## src/rtl/hzd_pkg.sv

```systemverilog
// Shared types for the hazard and exception controller.
// Assumes a 2-bit PC-source select decoded by the fetch-stage multiplexer.
package hzd_pkg;
    typedef enum logic [1:0] {
        PCS_SEQ    = 2'd0,
        PCS_BRANCH = 2'd1,
        PCS_VECTOR = 2'd2
    } pc_src_e;

    typedef struct packed {
        logic    pc_we;
        logic    ifid_we;
        logic    ifid_flush;
        logic    idex_clr;
        logic    exmem_clr;
        pc_src_e pc_sel;
    } steer_t;
endpackage

```

## src/rtl/hzd_load_use.sv

```systemverilog
// Load-use detector: flags a stall when the load in execute writes a register
// that the decode instruction reads. Assumes register 0 is hard-wired to zero
// and that the in-use flags come from the decoder.
module hzd_load_use #(
    parameter int REG_AW  = 5,
    parameter int NUM_SRC = 2
) (
    input  logic [NUM_SRC-1:0][REG_AW-1:0] src,
    input  logic [NUM_SRC-1:0]             src_used,
    input  logic [REG_AW-1:0]              ex_dst,
    input  logic                           ex_mem_read,
    output logic                           stall
);
    logic [NUM_SRC-1:0] hit;

    for (genvar i = 0; i < NUM_SRC; i++) begin : g_src
        // Per-source match, excluding the zero register and unused sources.
        assign hit[i] = src_used[i] && (src[i] != '0) && (src[i] == ex_dst);
    end

    // A stall is needed only when the producer is a load.
    assign stall = ex_mem_read && (|hit);
endmodule

```

## src/rtl/hzd_arbiter.sv

```systemverilog
// Priority arbiter: turns the exception, stall and branch events into pipeline
// steering. Order is exception, then stall, then branch.
module hzd_arbiter
    import hzd_pkg::*;
(
    input  logic   exc,
    input  logic   stall,
    input  logic   br_taken,
    output steer_t st
);
    // Combinational priority decode of the steering word.
    always_comb begin
        st.pc_we      = 1'b1;
        st.ifid_we    = 1'b1;
        st.ifid_flush = 1'b0;
        st.idex_clr   = 1'b0;
        st.exmem_clr  = 1'b0;
        st.pc_sel     = PCS_SEQ;
        if (exc) begin
            st.ifid_flush = 1'b1;
            st.idex_clr   = 1'b1;
            st.exmem_clr  = 1'b1;
            st.pc_sel     = PCS_VECTOR;
        end else if (stall) begin
            st.pc_we    = 1'b0;
            st.ifid_we  = 1'b0;
            st.idex_clr = 1'b1;
        end else if (br_taken) begin
            st.ifid_flush = 1'b1;
            st.pc_sel     = PCS_BRANCH;
        end
    end
endmodule

```

## src/rtl/hzd_exc_regs.sv

```systemverilog
// Exception state: holds the faulting PC and the cause code. Both registers
// load only on a taken exception. Assumes one exception source per cycle.
module hzd_exc_regs #(
    parameter int          XLEN     = 32,
    parameter int          CAUSE_W  = 32,
    parameter logic [31:0] OVF_CODE = 32'd12
) (
    input  logic               clk,
    input  logic               rst_n,
    input  logic               take,
    input  logic [XLEN-1:0]    fault_pc,
    output logic [XLEN-1:0]    epc,
    output logic [CAUSE_W-1:0] cause
);
    // Capture the PC and the code on a taken exception; clear on reset.
    always_ff @(posedge clk) begin
        if (!rst_n) begin
            epc   <= '0;
            cause <= '0;
        end else if (take) begin
            epc   <= fault_pc;
            cause <= CAUSE_W'(OVF_CODE);
        end
    end
endmodule

```

## src/rtl/pipe_hazard_ctrl.sv

```systemverilog
// Top of the hazard and exception controller for a five-stage pipeline.
// Steering outputs are combinational; epc and cause are registered.
// Assumes forwarding elsewhere covers every non-load producer.
module pipe_hazard_ctrl
    import hzd_pkg::*;
#(
    parameter int          REG_AW   = 5,
    parameter int          XLEN     = 32,
    parameter int          CAUSE_W  = 32,
    parameter logic [31:0] OVF_CODE = 32'd12
) (
    input  logic               clk,
    input  logic               rst_n,
    input  logic [REG_AW-1:0]  id_src_a,
    input  logic               id_src_a_used,
    input  logic [REG_AW-1:0]  id_src_b,
    input  logic               id_src_b_used,
    input  logic [REG_AW-1:0]  ex_dst,
    input  logic               ex_mem_read,
    input  logic               id_branch_taken,
    input  logic               ex_overflow,
    input  logic [XLEN-1:0]    ex_pc,
    output logic               pc_we,
    output logic               ifid_we,
    output logic               ifid_flush,
    output logic               idex_ctl_clr,
    output logic               exmem_ctl_clr,
    output logic [1:0]         pc_sel,
    output logic [XLEN-1:0]    epc,
    output logic [CAUSE_W-1:0] cause
);
    localparam int NSRC = 2;

    logic [NSRC-1:0][REG_AW-1:0] srcs;
    logic [NSRC-1:0]             srcs_used;
    logic                        stall;
    steer_t                      st;

    assign srcs      = {id_src_b, id_src_a};
    assign srcs_used = {id_src_b_used, id_src_a_used};

    hzd_load_use #(.REG_AW(REG_AW), .NUM_SRC(NSRC)) u_lu (
        .src         (srcs),
        .src_used    (srcs_used),
        .ex_dst      (ex_dst),
        .ex_mem_read (ex_mem_read),
        .stall       (stall)
    );

    hzd_arbiter u_arb (
        .exc      (ex_overflow),
        .stall    (stall),
        .br_taken (id_branch_taken),
        .st       (st)
    );

    hzd_exc_regs #(.XLEN(XLEN), .CAUSE_W(CAUSE_W), .OVF_CODE(OVF_CODE)) u_exc (
        .clk      (clk),
        .rst_n    (rst_n),
        .take     (ex_overflow),
        .fault_pc (ex_pc),
        .epc      (epc),
        .cause    (cause)
    );

    assign pc_we         = st.pc_we;
    assign ifid_we       = st.ifid_we;
    assign ifid_flush    = st.ifid_flush;
    assign idex_ctl_clr  = st.idex_clr;
    assign exmem_ctl_clr = st.exmem_clr;
    assign pc_sel        = st.pc_sel;
endmodule

```

## config.mk

```make
export PLATFORM = sky130hd
export DESIGN_NAME = pipe_hazard_ctrl
export DESIGN_NICKNAME = d
export VERILOG_FILES = /design/src/rtl/hzd_pkg.sv /design/src/rtl/hzd_load_use.sv /design/src/rtl/hzd_arbiter.sv /design/src/rtl/hzd_exc_regs.sv /design/src/rtl/pipe_hazard_ctrl.sv
export SDC_FILE = /design/constraint.sdc
export NUM_CORES = 1
export LEC_CHECK = 0
export ABC_AREA = 1
export BUFFER_PORTS_ARGS = -buffer_cell sky130_fd_sc_hd__buf_2
export CAP_MARGIN = 25
export CORE_MARGIN = 8
export CORE_UTILIZATION = 40
export DETAILED_ROUTE_END_ITERATION = 8
export PLACE_DENSITY_LB_ADDON = 0.12
export SETUP_SLACK_MARGIN = 0.05
export SYNTH_ARGS = -nofsm -noshare
export SYNTH_HDL_FRONTEND = slang
export SYNTH_SLANG_ARGS = --single-unit
export TNS_END_PERCENT = 10
```

## constraint.sdc

```tcl
create_clock -name clk -period 1.15 [get_ports clk]
set_input_delay 0.23 -clock clk [delete_from_list [all_inputs] [get_ports clk]]
set_output_delay 0.23 -clock clk [all_outputs]
set_load 0.01 [all_outputs]
```

==> results of run 1 <==
-- metrics by stage --
step,util (%),TNS [ps]
finish,57.1,-889
global route,57.1,-1300
CTS,55.2,-785
detailed placement,51.3,-848
global placement,51.3,-827
floorplan,-,0
-- logic make-up (layout without fill, tap and decap cells) --
group / after synthesis / count (layout)
other cells: 1 / 30
compound gates: 35 / 35
buf+inv: 60 / 123
flops: 33 / 33
simple gates: 111 / 111
-- how the worst max path moves through the flow --
stage | slack, ps | endpoint
floorplan | 50 | pc_we
global placement | -220 | ifid_flush
detailed placement | -230 | ifid_flush
CTS | -200 | pc_sel[0]
global route | -280 | ifid_flush
finish | -190 | ifid_flush
-- flip-flops by register name, summed over array words and instances (netlist names) --
signal       count
u_exc.cause      1
u_exc.epc       32
-- synthesized netlist by cell type --
library cell  instances  share of area [%]
conb_1                1               0.23
nand3_1               1               0.31
clkbuf_1              3               0.69
o21ai_0              33                 10
clkbuf_2              2               0.61
inv_2                 3               0.69
nand2_1              32                7.3
nor2_1               73                 17
dfxtp_1              33                 40
a21boi_0              1               0.46
o21a_1                1               0.46
nand2_2               3                1.1
inv_1                14                3.2
buf_2                 4                1.2
buf_4                34                 16
nand4_1               2               0.76
-- worst max-delay path: stages --
cell     delay, ps
buf_6          100
inv_2           30
nand2_1         40
nand2_1         60
nor2_1         100
nand4_1        130
nand2_2        110
nand2_2         60
nand2_2         80
nand2_2         50
buf_6          120
-- final cells by class --
type	instances	share of cell area, %
Clock buffer	5	3.03
Clock inverter	3	0.772
Inverter	17	2.92
Multi-Input combinational cell	176	34.3
Sequential cell	33	29.1
Tap cell	50	2.76
Timing Repair Buffer	98	27.1
-- timing repair --
item	CTS	global route
gates resized for setup	17	21
buffers inserted	1	0
setup endpoints to repair	5	5
hold buffers	0	0
pin swaps	9	16
-- routing by layer --
metal  up-vias  wire length, um  share of wire [%]  global-route usage [%]
li1        854                -                  -                       -
met1       702             1880                 40                    15.3
met2        64             2310                 50                    23.7
met3         4              448                9.6                    5.86
met4         0               31               0.66                    3.27
met5         -                0                  0                       0
-- where the power goes --
group / switching (uW) / total [uW] / internal (uW)
sequential: 33.0 / 1260 / 1220
combinational: 322 / 567 / 246
clock: 414 / 831 / 417
total: 769 / 2650 / 1890
==> impl_metrics.toml, run 1 <==
[yosys]
ys.warnings.count = 0
syn_area_per_cell_um2 = 6.81
synthSimpleGateAreaFrac_pct = 26.3
syn_inst = 240
ys_types = 16
synthesis.area_mm2 = 0.00164
synth_top_family_by_area = "simple AND/OR/NAND/NOR gates"
synth_seq_area_share_pct = 40.4
synth_compound_area_share_pct = 11.0
synth_mux_area_share_pct = 0
synth_xor_area_share_pct = 0
synth_fa_ha_area_share_pct = 0
ys_ff_latch = 33

[cts]
cts_root_buf = "clkbuf_8"
cts_tree = "done"
clock_sinks = 33
cts-htree-levels = 2
cts_inserted_buffers = 5
clk_latency_ps = 270
cts_buffer_depth = 2
clkSlewWorstSetupHoldPaths_ps = 70

[die]
die_w_um = 79.9
rows = 23
coreArea_mm2 = 0.00397
start_util_pct = 41.2
ios = 125
die_h_um = 79.9
die_area_mm2 = 0.00639

[worst_hold_path]
worstHoldEndpoint = "u_exc.epc[25]$_SDFFE_PN0P_"
min_from = "ex_pc[25]"
hold_path_class = "input pin to register"
holdPathStages = 3

[cells_and_area]
syn_to_final_growth_pct = 38.7
antennaDiodeCount = 0
final_cell_count_no_fill = 382
final_nets = 385
drive_above_1_share_pct = 37.7
multiInputGateArea_um2 = 778
layout_common_cells = "buf_2, nor2_1, dfxtp_1"
design_area_mm2 = 0.00227
final_common_cell = "buf_2"
fillers = 401
seqCellArea_um2 = 661

[timing]
slew_viol_final = 0
fin_crit_ps = 1340
rsz0062_at_grt = "yes"
setup_ws_ps = -195
hold-worst-slack_ps = 169
clock.fmax_mhz = 744
finalHoldViolCount = 0
skew_ps = 0
fin_crit_sh_pct = 117
setup_viol = 5

[setup_path]
rr_worst_depth = 2
cp-end-kind = "output port"
cp-startpoint = "ex_dst[0]"
r2r_end = "u_exc.epc[16]$_SDFFE_PN0P_"
cp-start-kind = "input pin"
r2r_start = "u_exc.epc[16]$_SDFFE_PN0P_"
critical_path.max_fanout = 5
cp.arrival_ps = 1110
crit_required_ps = 920
path_class = "input pin to output port"
r2r_slack_ps = 530

[power_and_ir_drop]
p_total_uw = 2650
ir_worst_vdd_mv = 0.974
powerDensity_mw_per_mm2 = 1170
leakage_uw = 0.00127

[placed_design]
dpl.hpwl_um = 3550
place_inst = 373
place.port_buffers = 94
place.gp.congestion = 0.812
postPlaceCellArea_mm2 = 0.00204
place_ws_ps = -230

[grt]
grt_pass1_wl_um = 7180
grt_max_degree = 34
grt_pass1_vias = 1583
antenna_found_initial = 0
grt_use_total_pct = 13.8
grt_overflow = 0

[drt]
wirelength_um = 4670
drc = 0
drt_first_pass_iters = 4
drt-wirelength-per-cell_um = 12.2
viasPerCell = 4.25
drt-initial-drc-count = 65
dr_total_vias = 1624
ant_nets = 0

[status]
status = "complete, but fails checks"
failed_checks = "negative setup slack"

[run]
max_cap_viol_count = 0
No activity file was read; power rests on OpenSTA's default activity.
==> run 2: changes to the inputs <==
Settings changed: CORE_ASPECT_RATIO set to 0.75, GPL_TIMING_DRIVEN set to 0.
==> impl_metrics.toml, run 2 (synthesis results as in run 1) <==
[cells_and_area]
final_util_pct = 62.4
antennaDiodeCount = 0
final_nets = 424
seqCellArea_um2 = 662
largest_register_ffs = 32
layout_common_cells = "buf_2, nor2_1, buf_4"
drive_above_1_share_pct = 42.6
top_regs = "u_exc.epc x32, u_exc.cause x1"
final_common_cell = "buf_2"
regMostFlops = "u_exc.epc"
final_cell_count_no_fill = 426
syn_to_final_growth_pct = 51.7
multiInputGateArea_um2 = 748
fillers = 388

[setup_path]
cp-start-kind = "input pin"
cp-end-kind = "output port"
path_class = "input pin to output port"
r2r_end = "u_exc.epc[29]$_SDFFE_PN0P_"
cp.arrival_ps = 1110
crit_end = "pc_we"
critical_path.max_fanout = 2
cp-startpoint = "id_src_a[4]"
r2r_slack_ps = 520
r2r_start = "u_exc.epc[29]$_SDFFE_PN0P_"
rr_worst_depth = 2
crit_required_ps = 920

[timing]
fin_crit_sh_pct = 116
skew_ps = 0
finalHoldViolCount = 0
rsz0062_at_grt = "yes"
clock.fmax_mhz = 749
setup_ws_ps = -186
setup_viol = 5
fin_crit_ps = 1340
slew_viol_final = 0

[grt]
grt_use_total_pct = 14.3
grt_pass1_vias = 1571
grt_overflow = 0
grt_max_degree = 11
grt_use_met1_pct = 17.0
grt_pass1_wl_um = 7520
top_usage_layer = "met2"
grt_use_met2_pct = 21.0
antenna_found_initial = 0
met3_usage_pct = 8.35

[power_and_ir_drop]
p_total_uw = 2730
ir_worst_vdd_mv = 0.673
leakage_uw = 0.00144
powerDensity_mw_per_mm2 = 1100

[cts]
clk_latency_ps = 280
clock_sinks = 33
cts_tree = "done"
cts_inserted_buffers = 5
holdBufCountCts = 0
cts_root_buf = "clkbuf_8"
cts-htree-levels = 2
cts_buffer_depth = 2
cts_setup_buffers = 0
clkSlewWorstSetupHoldPaths_ps = 70

[die]
die_w_um = 89.8
ios = 125
die_h_um = 71.4
coreArea_mm2 = 0.00398
die_area_mm2 = 0.00641
start_util_pct = 41.1
rows = 20

[drt]
ant_nets = 0
drt-wirelength-per-cell_um = 11.3
wirelength_um = 4820
drt_first_pass_iters = 4
dr_total_vias = 1711
viasPerCell = 4.02
drt-initial-drc-count = 47
drc = 0

[status]
failed_checks = "negative setup slack"
status = "complete, but fails checks"

[placed_design]
place.port_buffers = 94
place.gp.congestion = 0.809
place_inst = 418
dpl.hpwl_um = 3820

[worst_hold_path]
min_from = "ex_pc[3]"
hold_path_class = "input pin to register"

[run]
max_cap_viol_count = 0
==> run 2: cell count changes in the layout (fill, tap and decap cells not counted), moves of 3 or more <==
cell and change:
buf_2 +4, nor2_2 +3, clkbuf_1 +4, buf_4 +32
nor2_4 -4
==> run 2: worst min path at each step <==
| stage | to | slack (ps) | cells after the start |
|---|---|---|---|
| 2_1_floorplan | u_exc.epc[0]$_SDFFE_PN0P_ | 360 | 2 |
| 3_3_place_gp | u_exc.epc[31]$_SDFFE_PN0P_ | 450 | 3 |
| 3_5_place_dp | u_exc.epc[3]$_SDFFE_PN0P_ | 460 | 3 |
| 4_1_cts | u_exc.epc[3]$_SDFFE_PN0P_ | 160 | 3 |
| 5_1_grt | u_exc.epc[18]$_SDFFE_PN0P_ | 160 | 3 |
| 6_report | u_exc.epc[3]$_SDFFE_PN0P_ | 170 | 3 |
==> run 2: what timing repair did <==
action | 4_1_cts | 5_1_grt
endpoints found under the setup margin | 6 | 6
gates resized for setup | 19 | 14
pin swaps | 6 | 8
==> run 2: routing by layer <==
| layer | up-vias | share of wire (%) | wire length (um) |
|---|---|---|---|
| li1 | 934 | - | - |
| met1 | 702 | 45 | 2190 |
| met2 | 67 | 42 | 2040 |
| met3 | 8 | 11 | 537 |
| met4 | 0 | 1.0 | 49 |
| met5 | - | 0 | 0 |
==> run 2: area by class of cell <==
| type | instances | area share (%) |
|---|---|---|
| tap | 55 | 2.77 |
| sequential | 33 | 26.7 |
| inverter | 17 | 2.57 |
| timing repair buffer | 94 | 22.3 |
| multi-input combinational | 176 | 30.2 |
| buffer | 43 | 12.2 |
| clock inverter | 2 | 0.403 |
| clock buffer | 6 | 2.92 |
==> run 2: report_power, final <==
part	total (uW)	leakage, uW	switching (uW)	internal [uW]
sequential	1260	0.000275	33.7	1220
combinational	636	0.00112	327	310
clock	832	0.0000450	413	419
total	2730	0.00144	773	1950
==> run 2: through the flow <==
| stage | setup WS [ps] | hold WS [ps] | instance area (um^2) | setup TNS [ps] |
|---|---|---|---|---|
| 6_report | -186 | 165 | 2480 | -687 |
| 5_1_grt | -263 | 165 | 2480 | -1090 |
| 3_5_place_dp | -252 | 459 | 2290 | -1040 |
| 4_1_cts | -173 | 161 | 2430 | -646 |
| 3_3_place_gp | -257 | 450 | 2290 | -1040 |
| 2_1_floorplan | 46.5 | 365 | 1750 | 0 |
==> run 2: critical path, cell delays in order <==
cell and delay (ps):
buf_2 80, inv_1 40, nand2_1 50, nand2_1 40, nor2_1 90, nand4_1 120
nand2_2 120, nand3_2 70, buf_4 130, buf_2 130
